[src/rtl/fcr_pkg.sv]
package fcr_pkg;
  localparam int HDR_BITS = 8;
  localparam int DAT_BITS = 12;
  localparam int NUM_CLS  = 3;

  typedef enum logic [1:0] {
    K_NONE  = 2'b00,
    K_INIT1 = 2'b01,
    K_UPD   = 2'b10,
    K_INIT2 = 2'b11
  } fc_kind_e;

  typedef struct packed {
    logic                ok;
    fc_kind_e            kind;
    logic [1:0]          cls;
    logic [HDR_BITS-1:0] hdr;
    logic [DAT_BITS-1:0] dat;
  } fc_pkt_t;
endpackage

[src/rtl/fcr_decode.sv]
module fcr_decode
  import fcr_pkg::*;
(
  input  logic       pkt_vld,
  input  logic [7:0] pkt_b0,
  input  logic [7:0] pkt_b1,
  input  logic [7:0] pkt_b2,
  input  logic [7:0] pkt_b3,
  input  logic       crc_ok,
  input  logic       bad_end,
  output fc_pkt_t    pkt
);
  logic [3:0] ty;
  logic       unused_bits;

  assign ty          = pkt_b0[7:4];
  assign unused_bits = ^{pkt_b0[3:0], pkt_b1[7:6], pkt_b2[5:4]};

  always_comb begin
    pkt.cls  = ty[1:0];
    pkt.hdr  = {pkt_b1[5:0], pkt_b2[7:6]};
    pkt.dat  = {pkt_b2[3:0], pkt_b3};
    pkt.kind = K_NONE;
    if (ty[1:0] != 2'b11) begin
      case (ty[3:2])
        2'b01:   pkt.kind = K_INIT1;
        2'b10:   pkt.kind = K_UPD;
        2'b11:   pkt.kind = K_INIT2;
        default: pkt.kind = K_NONE;
      endcase
    end
    pkt.ok = pkt_vld && crc_ok && !bad_end && (pkt.kind != K_NONE);
  end
endmodule

[src/rtl/fcr_credit_slot.sv]
module fcr_credit_slot
  import fcr_pkg::*;
#(
  parameter int IDX = 0
) (
  input  logic                clk,
  input  logic                rst,
  input  fc_pkt_t             pkt,
  output logic [HDR_BITS-1:0] hdr_lim,
  output logic [DAT_BITS-1:0] dat_lim,
  output logic                hdr_inf,
  output logic                dat_inf,
  output logic                viol
);
  localparam logic [1:0] MY_CLS = 2'(IDX);

  logic hit, is_init, is_upd, hdr_zero, dat_zero;

  assign hit      = pkt.ok && (pkt.cls == MY_CLS);
  assign is_init  = (pkt.kind == K_INIT1) || (pkt.kind == K_INIT2);
  assign is_upd   = (pkt.kind == K_UPD);
  assign hdr_zero = (pkt.hdr == '0);
  assign dat_zero = (pkt.dat == '0);
  assign viol     = hit && is_upd &&
                    ((!hdr_zero && hdr_inf) || (!dat_zero && dat_inf));

  always_ff @(posedge clk) begin
    if (rst) begin
      hdr_lim <= '0;
      dat_lim <= '0;
      hdr_inf <= 1'b0;
      dat_inf <= 1'b0;
    end else if (hit) begin
      if (is_init) begin
        hdr_lim <= pkt.hdr;
        dat_lim <= pkt.dat;
        hdr_inf <= hdr_zero;
        dat_inf <= dat_zero;
      end else if (is_upd && !viol) begin
        hdr_lim <= pkt.hdr;
        dat_lim <= pkt.dat;
      end
    end
  end
endmodule

[src/rtl/fcr_phase_track.sv]
module fcr_phase_track
  import fcr_pkg::*;
#(
  parameter int NCLS = NUM_CLS
) (
  input  logic       clk,
  input  logic       rst,
  input  logic       ok,
  input  fc_kind_e   kind,
  input  logic [1:0] cls,
  output logic       ph1_done,
  output logic       ph2_done
);
  logic [NCLS-1:0] seen, seen_nxt;
  logic            ph2_hit;

  always_comb begin
    seen_nxt = seen;
    for (int i = 0; i < NCLS; i++) begin
      if (ok && (kind == K_INIT1) && (cls == 2'(i)))
        seen_nxt[i] = 1'b1;
    end
  end

  assign ph2_hit = ok && ph1_done && ((kind == K_INIT2) || (kind == K_UPD));

  always_ff @(posedge clk) begin
    if (rst) begin
      seen     <= '0;
      ph1_done <= 1'b0;
      ph2_done <= 1'b0;
    end else begin
      seen     <= seen_nxt;
      ph1_done <= ph1_done | (&seen_nxt);
      ph2_done <= ph2_done | ph2_hit;
    end
  end
endmodule

[src/rtl/fc_credit_rx.sv]
module fc_credit_rx
  import fcr_pkg::*;
#(
  parameter int NCLS  = NUM_CLS,
  parameter int HDR_W = HDR_BITS,
  parameter int DAT_W = DAT_BITS
) (
  input  logic                  clk,
  input  logic                  rst,
  input  logic                  pkt_vld,
  input  logic [7:0]            pkt_b0,
  input  logic [7:0]            pkt_b1,
  input  logic [7:0]            pkt_b2,
  input  logic [7:0]            pkt_b3,
  input  logic                  crc_ok,
  input  logic                  bad_end,
  output logic [NCLS*HDR_W-1:0] hdr_lim,
  output logic [NCLS*DAT_W-1:0] dat_lim,
  output logic [NCLS-1:0]       hdr_inf,
  output logic [NCLS-1:0]       dat_inf,
  output logic                  ph1_done,
  output logic                  ph2_done,
  output logic                  fc_err
);
  fc_pkt_t         pkt;
  logic [NCLS-1:0] viol_vec;

  fcr_decode u_dec (
    .pkt_vld (pkt_vld),
    .pkt_b0  (pkt_b0),
    .pkt_b1  (pkt_b1),
    .pkt_b2  (pkt_b2),
    .pkt_b3  (pkt_b3),
    .crc_ok  (crc_ok),
    .bad_end (bad_end),
    .pkt     (pkt)
  );

  for (genvar g = 0; g < NCLS; g++) begin : g_cls
    fcr_credit_slot #(.IDX(g)) u_slot (
      .clk     (clk),
      .rst     (rst),
      .pkt     (pkt),
      .hdr_lim (hdr_lim[g*HDR_W +: HDR_W]),
      .dat_lim (dat_lim[g*DAT_W +: DAT_W]),
      .hdr_inf (hdr_inf[g]),
      .dat_inf (dat_inf[g]),
      .viol    (viol_vec[g])
    );
  end

  fcr_phase_track #(.NCLS(NCLS)) u_phase (
    .clk      (clk),
    .rst      (rst),
    .ok       (pkt.ok),
    .kind     (pkt.kind),
    .cls      (pkt.cls),
    .ph1_done (ph1_done),
    .ph2_done (ph2_done)
  );

  always_ff @(posedge clk) begin
    if (rst) fc_err <= 1'b0;
    else     fc_err <= |viol_vec;
  end
endmodule

[config.mk]
export PLATFORM = sky130hd
export DESIGN_NAME = fc_credit_rx
export DESIGN_NICKNAME = d
export VERILOG_FILES = /design/src/rtl/fcr_pkg.sv /design/src/rtl/fcr_decode.sv /design/src/rtl/fcr_credit_slot.sv /design/src/rtl/fcr_phase_track.sv /design/src/rtl/fc_credit_rx.sv
export SDC_FILE = /design/constraint.sdc
export NUM_CORES = 1
export LEC_CHECK = 0
export ABC_AREA = 1
export BUFFER_PORTS_ARGS = -buffer_cell sky130_fd_sc_hd__buf_2
export CELL_PAD_IN_SITES_DETAIL_PLACEMENT = 0
export CELL_PAD_IN_SITES_GLOBAL_PLACEMENT = 1
export CORE_MARGIN = 3
export CORE_UTILIZATION = 32
export DETAILED_ROUTE_END_ITERATION = 10
export PLACE_DENSITY_LB_ADDON = 0.1
export SETUP_SLACK_MARGIN = 0.05
export SLEW_MARGIN = 5
export SYNTH_ARGS = -nofsm -noshare
export SYNTH_HDL_FRONTEND = slang
export SYNTH_SLANG_ARGS = --single-unit
[constraint.sdc]
create_clock -name clk -period 1.5 [get_ports clk]
set_clock_uncertainty 0.1 [all_clocks]
set_input_delay 0.45 -clock clk [delete_from_list [all_inputs] [get_ports clk]]
set_output_delay 0.45 -clock clk [all_outputs]
set_load 0.02 [all_outputs]
Word level (Yosys, flattened, before mapping)
Index checks and enable logic that the tools add are counted.

Output and inout port bits: 69. Register bits: 72. Input bits: 37. Word-level logic and storage cells: 97.

Equality and inequality tests: 9. Bitwise operators: 2. Reduce and logical (&&, ||, !) cells: 53. Multiplexer cells: 17.

Operators with widths (count): two-way mux 12 bit (6); two-way mux 8 bit (6); logical AND 1 bit (27); zero test 12 bit (1); AND reduction 2 bit (6); == test 2 bit (second input constant) (5); zero test 8 bit (1); nonzero test 2 bit (4); == test 2 x 1 -> 1 bit (second input constant) (3); zero test 1 bit (6); one-hot mux 2 bit (3 select lines) (1); logical OR 1 bit (5); two-way mux 1 bit (3); AND reduction 3 bit (1); OR reduction 3 bit (1); zero test 2 bit (1); two-way mux 2 bit (1); inequality test 2 bit (second input constant) (1); OR 1 bit (2).

Logic depth before layout (Yosys ltp)
Depth after elaboration: 12. Gate-level depth with buffers: 10. Mapped depth without buffers: 10.

Hierarchy
From an unflattened synthesis, not the netlist that was laid out.

Cells, all modules: 558. Area, all modules: 3961.3 sq um.

By module, submodules not included: fcr_credit_slot (g_cls[1].u_slot ...) (sequential area each 440.4 sq um, times used 2, cells each 164, area each 1163.6 sq um); fcr_credit_slot (g_cls[0].u_slot) (sequential area each 440.4 sq um, times used 1, cells each 165, area each 1187.4 sq um); fcr_phase_track (sequential area each 100.1 sq um, times used 1, cells each 32, area each 210.2 sq um); fcr_decode (sequential area each 0.0 sq um, times used 1, cells each 29, area each 203.9 sq um); fc_credit_rx (sequential area each 20.0 sq um, times used 1, cells each 4, area each 32.5 sq um).

Least setup slack after synthesis
No wires, ideal clock.

Path kind: input -> register. Start point: input bad_end. End point: register g_cls[1].u_slot.dat_lim[0]. Data arrival time: 1425 ps. Data required time: 1285 ps. Stages: 6. Library setup time: 115 ps. Setup slack: -140 ps. Path buffers: 1. Cell sequence: nand3b_1 a21oi_4 nand3_4 buf_2 a21oi_1 nor2_1.

Cells in the longest elaborated chain, start to end: 10.

Ends and longest elaborated chain: start, declared (RTL line fc_credit_rx.sv:16) `input logic bad_end,`; zero test 1 bit (*) (RTL line fcr_decode.sv:32) `pkt.ok = pkt_vld && crc_ok && !bad_end && (pkt.kind != K_NONE);`; logical AND 1 bit (*) (2 in series) (RTL line fcr_decode.sv:32); logical AND 1 bit (*) (RTL line fcr_credit_slot.sv:19) `assign hit = pkt.ok && (pkt.cls == MY_CLS);`; logical AND 1 bit (2 in series) (RTL line fcr_credit_slot.sv:24) `assign viol = hit && is_upd &&`; zero test 1 bit (RTL line fcr_credit_slot.sv:39) `end else if (is_upd && !viol) begin`; logical AND 1 bit (RTL line fcr_credit_slot.sv:39); nonzero test 2 bit (no line); AND reduction 2 bit (no line) (*); end signal, assigned (RTL line fcr_credit_slot.sv:36) `dat_lim <= pkt.dat;`; end signal, assigned (RTL line fcr_credit_slot.sv:41) `dat_lim <= pkt.dat;`; end, declared (RTL line fcr_credit_slot.sv:10) `output logic [DAT_BITS-1:0] dat_lim,`.

Every way passes the cells marked *; elsewhere a longest branch is shown, timed or not. A chain may end at the register's enable or synchronous reset.

Worst setup path after layout
Start point: input pkt_b1[5]. End point: register g_cls[0].u_slot.dat_lim[3].

Cells in the longest elaborated chain, start to end: 9.

Ends and longest elaborated chain: start, declared (RTL line fc_credit_rx.sv:12) `input logic [7:0] pkt_b1,`; zero test 8 bit (RTL line fcr_credit_slot.sv:22) `assign hdr_zero = (pkt.hdr == '0);`; zero test 1 bit (RTL line fcr_credit_slot.sv:25) `((!hdr_zero && hdr_inf) || (!dat_zero && dat_inf));`; logical AND 1 bit (RTL line fcr_credit_slot.sv:25); logical OR 1 bit (RTL line fcr_credit_slot.sv:25); logical AND 1 bit (RTL line fcr_credit_slot.sv:24); zero test 1 bit (RTL line fcr_credit_slot.sv:39); logical AND 1 bit (RTL line fcr_credit_slot.sv:39); nonzero test 2 bit (no line); AND reduction 2 bit (no line); end signal, assigned (RTL line fcr_credit_slot.sv:36); end signal, assigned (RTL line fcr_credit_slot.sv:41); end, declared (RTL line fcr_credit_slot.sv:10).

No other way between the ends.

==> results.sh <==
export IMPL_run_status="finished with violations"
export IMPL_violations="negative setup slack"
export IMPL_dieArea_um2=12400
export IMPL_clkPwrFrac=0.388
export IMPL_die_h_um=111
export IMPL_p_seq_frac=0.500
export IMPL_synth_top_area_share=0.407
export IMPL_path_max_fanout=10
export IMPL_start_util=0.336
export IMPL_synthMuxAreaShare=0
export IMPL_regToRegSetupSlack_ps=240
export IMPL_reg2reg_from="g_cls[0].u_slot.hdr_inf"
export IMPL_fillers=1081
export IMPL_post_drt_wl_per_cell_um=14.1
export IMPL_ctsHtreeMaxLevel=3
export IMPL_grt_pass1_vias=3229
export IMPL_min_from="rst"
export IMPL_yosysMostFrequentCell="nand2_1"
export IMPL_yosys_register_bits=72
export IMPL_combPwrFrac=0.112
export IMPL_hp_class="in -> reg"
export IMPL_nets=664
export IMPL_ys_seq_area_frac=0.407
export IMPL_synth_largest_area_cell="dfxtp_1"
export IMPL_drt_iter0_drc=153
export IMPL_slowest_delay_ps=230
export IMPL_synth_avg_cell_area_um2=7.09
export IMPL_vdd_drop_max_mv=0.366
export IMPL_drt_total_wl_um=10800
export IMPL_grt_max_degree=45
export IMPL_antenna_found_initial=1
export IMPL_wl_met2_um=4960
export IMPL_io_pins=106
export IMPL_cts_max_path_buffers=2
export IMPL_syn_to_final_growth_pct=45.7
export IMPL_cp_arrival_ps=1650
export IMPL_maxCapViolCount=0
export IMPL_gp_congestion=0.801
export IMPL_vias=3497
export IMPL_r2r_end="g_cls[0].u_slot.dat_lim[3]"
export IMPL_rows=37
export IMPL_swShare=0.251
export IMPL_clock_root_buffer="clkbuf_8"
export IMPL_internal_power_mw=2.93
export IMPL_slew_viol_final=0
export IMPL_finalInstanceArea_um2=5170
export IMPL_critical_path_buf_inv_count=2
export IMPL_synth_commonest_cells="nand2_1, nor2_1, dfxtp_1"
export IMPL_top_layer="met5"
export IMPL_path_cells="buf_2, nor2_4, nand2_2, o21ai_4, nand3_4, clkbuf_16, a21oi_2, nor2_1"
export IMPL_syn_inst=500
export IMPL_period_needed_ps=1520
export IMPL_rsz0062_at_grt="true"
export IMPL_wl_met3_um=678
export IMPL_cts_reportedPaths_clkPinSlew_ps=70
export IMPL_synth_simple_area_share=0.330
export IMPL_post_drt_via_cell_ratio=4.56
export IMPL_worstPathRequired_ps=1630
export IMPL_io_buffers=97
export IMPL_cp_start_kind="input pin"
export IMPL_core_um2=10600
export IMPL_synth_xor_area_share=0
export IMPL_slowest_stage="clkbuf_16"
export IMPL_wl_met1_um=5050
export IMPL_synth_edf_count=0
export IMPL_maxSlewHeadroom=0.805
export IMPL_crit_type="in -> reg"
export IMPL_yosys_cell_types_count=26
export IMPL_synth_fp_nets=537
export IMPL_crit_family="simple AND/OR/NAND/NOR gates"
export IMPL_grt_total_usage=0.168
export IMPL_fp_dieW_um=111
export IMPL_min_to="g_cls[0].u_slot.hdr_inf"
export IMPL_overflow=0
export IMPL_insertion_delay_ps=340
export IMPL_diodes=0
export IMPL_drcViolationCount=0
export IMPL_synthAdderAreaFrac=0
export IMPL_p_total_mw=3.91
export IMPL_max_freq_ghz=0.659
export IMPL_cts_buffers=9
export IMPL_final_setup_tns_ps=-21.4
export IMPL_yosys_most_used_dff="dfxtp_1"
export IMPL_place_hpwl_um=7290
export IMPL_rr_worst_depth=5
export IMPL_worstMarginPinSlew_ps=292
export IMPL_fin_ws_ps=-17.2
export IMPL_netlist_area_um2=3540
export IMPL_hold_viol=0
export IMPL_synth_compound_area_frac=0.115
export IMPL_synth_async_reset_ratio=0
export IMPL_switchingPower_mw=0.979
export IMPL_synth_top_family_by_area="simple AND/OR/NAND/NOR gates"
export IMPL_clock_sinks=72
export IMPL_setup_viol=3
export IMPL_hold_depth=2
export IMPL_final_layout_size_suffix_gt1_frac=0.429
export IMPL_placed_area_um2=4480
export IMPL_cts_tree="built"
export IMPL_ys_top_cells_by_area="dfxtp_1, a21oi_1, nand2_1"
export IMPL_p_leak_nw=2.74
export IMPL_grt_pass1_wl_um=16700
export IMPL_drtAntennaViolNets=0
export IMPL_firstDrtPassIters=4
export IMPL_powerDensity_nw_per_um2=756
export IMPL_yosysWarnings=0
export IMPL_finalCritPeriodShare=1.01
export IMPL_end_kind="flip-flop"
routing by layer:
metal,vias to the layer above,GRT usage
li1,1817,-
met5,-,0
met1,1585,0.221
met4,2,0.0462
met2,84,0.265
met3,9,0.0540
placed cells by master (no fill, tap or decap), types with 24 or more instances in the layout:
cell / n
buf_2: 58
nor2_1: 68
inv_1: 66
buf_4: 69
nand3_1: 37
nand2_1: 75
dfxtp_1: 61
nand3_2: 24
a21oi_2: 28
a21oi_1: 38
worst max-delay path by stage:
stage,start,to,slack (ps),cells past startpoint
2_1_floorplan,bad_end,g_cls[2].u_slot.dat_lim[0],-120,6
3_3_place_gp,pkt_b1[5],g_cls[0].u_slot.dat_lim[1],-410,8
3_5_place_dp,pkt_b1[5],g_cls[0].u_slot.hdr_lim[4],-470,8
4_1_cts,pkt_b2[0],g_cls[0].u_slot.dat_lim[3],10,10
5_1_grt,pkt_b0[4],g_cls[0].u_slot.dat_lim[9],-60,10
6_report,pkt_b1[5],g_cls[0].u_slot.dat_lim[3],-20,8
cell type report:
cell class	count	area, um^2	share of cell area
multi-input cells	319	1830	0.354
flip-flops and latches	72	1460	0.282
repair buffers	154	1260	0.244
inverters	71	267	0.0516
well taps	136	170	0.0329
clock buffers	11	141	0.0274
clock inverters	4	45.0	0.00872
sequential cells by signal, summed over array words and instances (netlist names):
register / flops
g_cls.u_slot.dat_lim: 36
g_cls.u_slot.hdr_lim: 24
g_cls.u_slot.dat_inf: 3
g_cls.u_slot.hdr_inf: 3
u_phase.seen: 3
fc_err: 1
u_phase.ph1_done: 1
u_phase.ph2_done: 1
cells by family (layout without fill, tap and decap cells):
logic type,count (synthesis),after routing
flops,72,72
compound gates,77,77
simple gates,242,242
buf+inv,109,240
power groups by stage:
stage	Clock (mW)	Sequential (mW)	Combinational [mW]
final	1.52	1.95	0.438
after global routing	1.68	1.96	0.478
after CTS	1.58	1.95	0.399
after detailed placement	0	2.00	0.389
after global placement	0	2.00	0.386
after floorplan	0	2.03	0.148
metrics by stage:
stage                     std cells   util  hold WS [ps]  worst slack [ps]
final                           767  0.489           242             -17.2
after global routing            767  0.489           242             -55.1
after CTS                       760  0.452           225              12.5
after detailed placement        741  0.424           346              -466
after global placement          741  0.424           342              -411
after floorplan                 500      -           337              -124
repair_timing:
| item | CTS | global route |
|---|---|---|
| gates resized for setup | 23 | 85 |
| pin swaps | 7 | 4 |
| gates cloned | 1 | 4 |
| hold buffers | 0 | 0 |
| setup buffers | 3 | 3 |
| setup endpoints to repair | 71 | 94 |
Power figures use the tool's default switching activity.
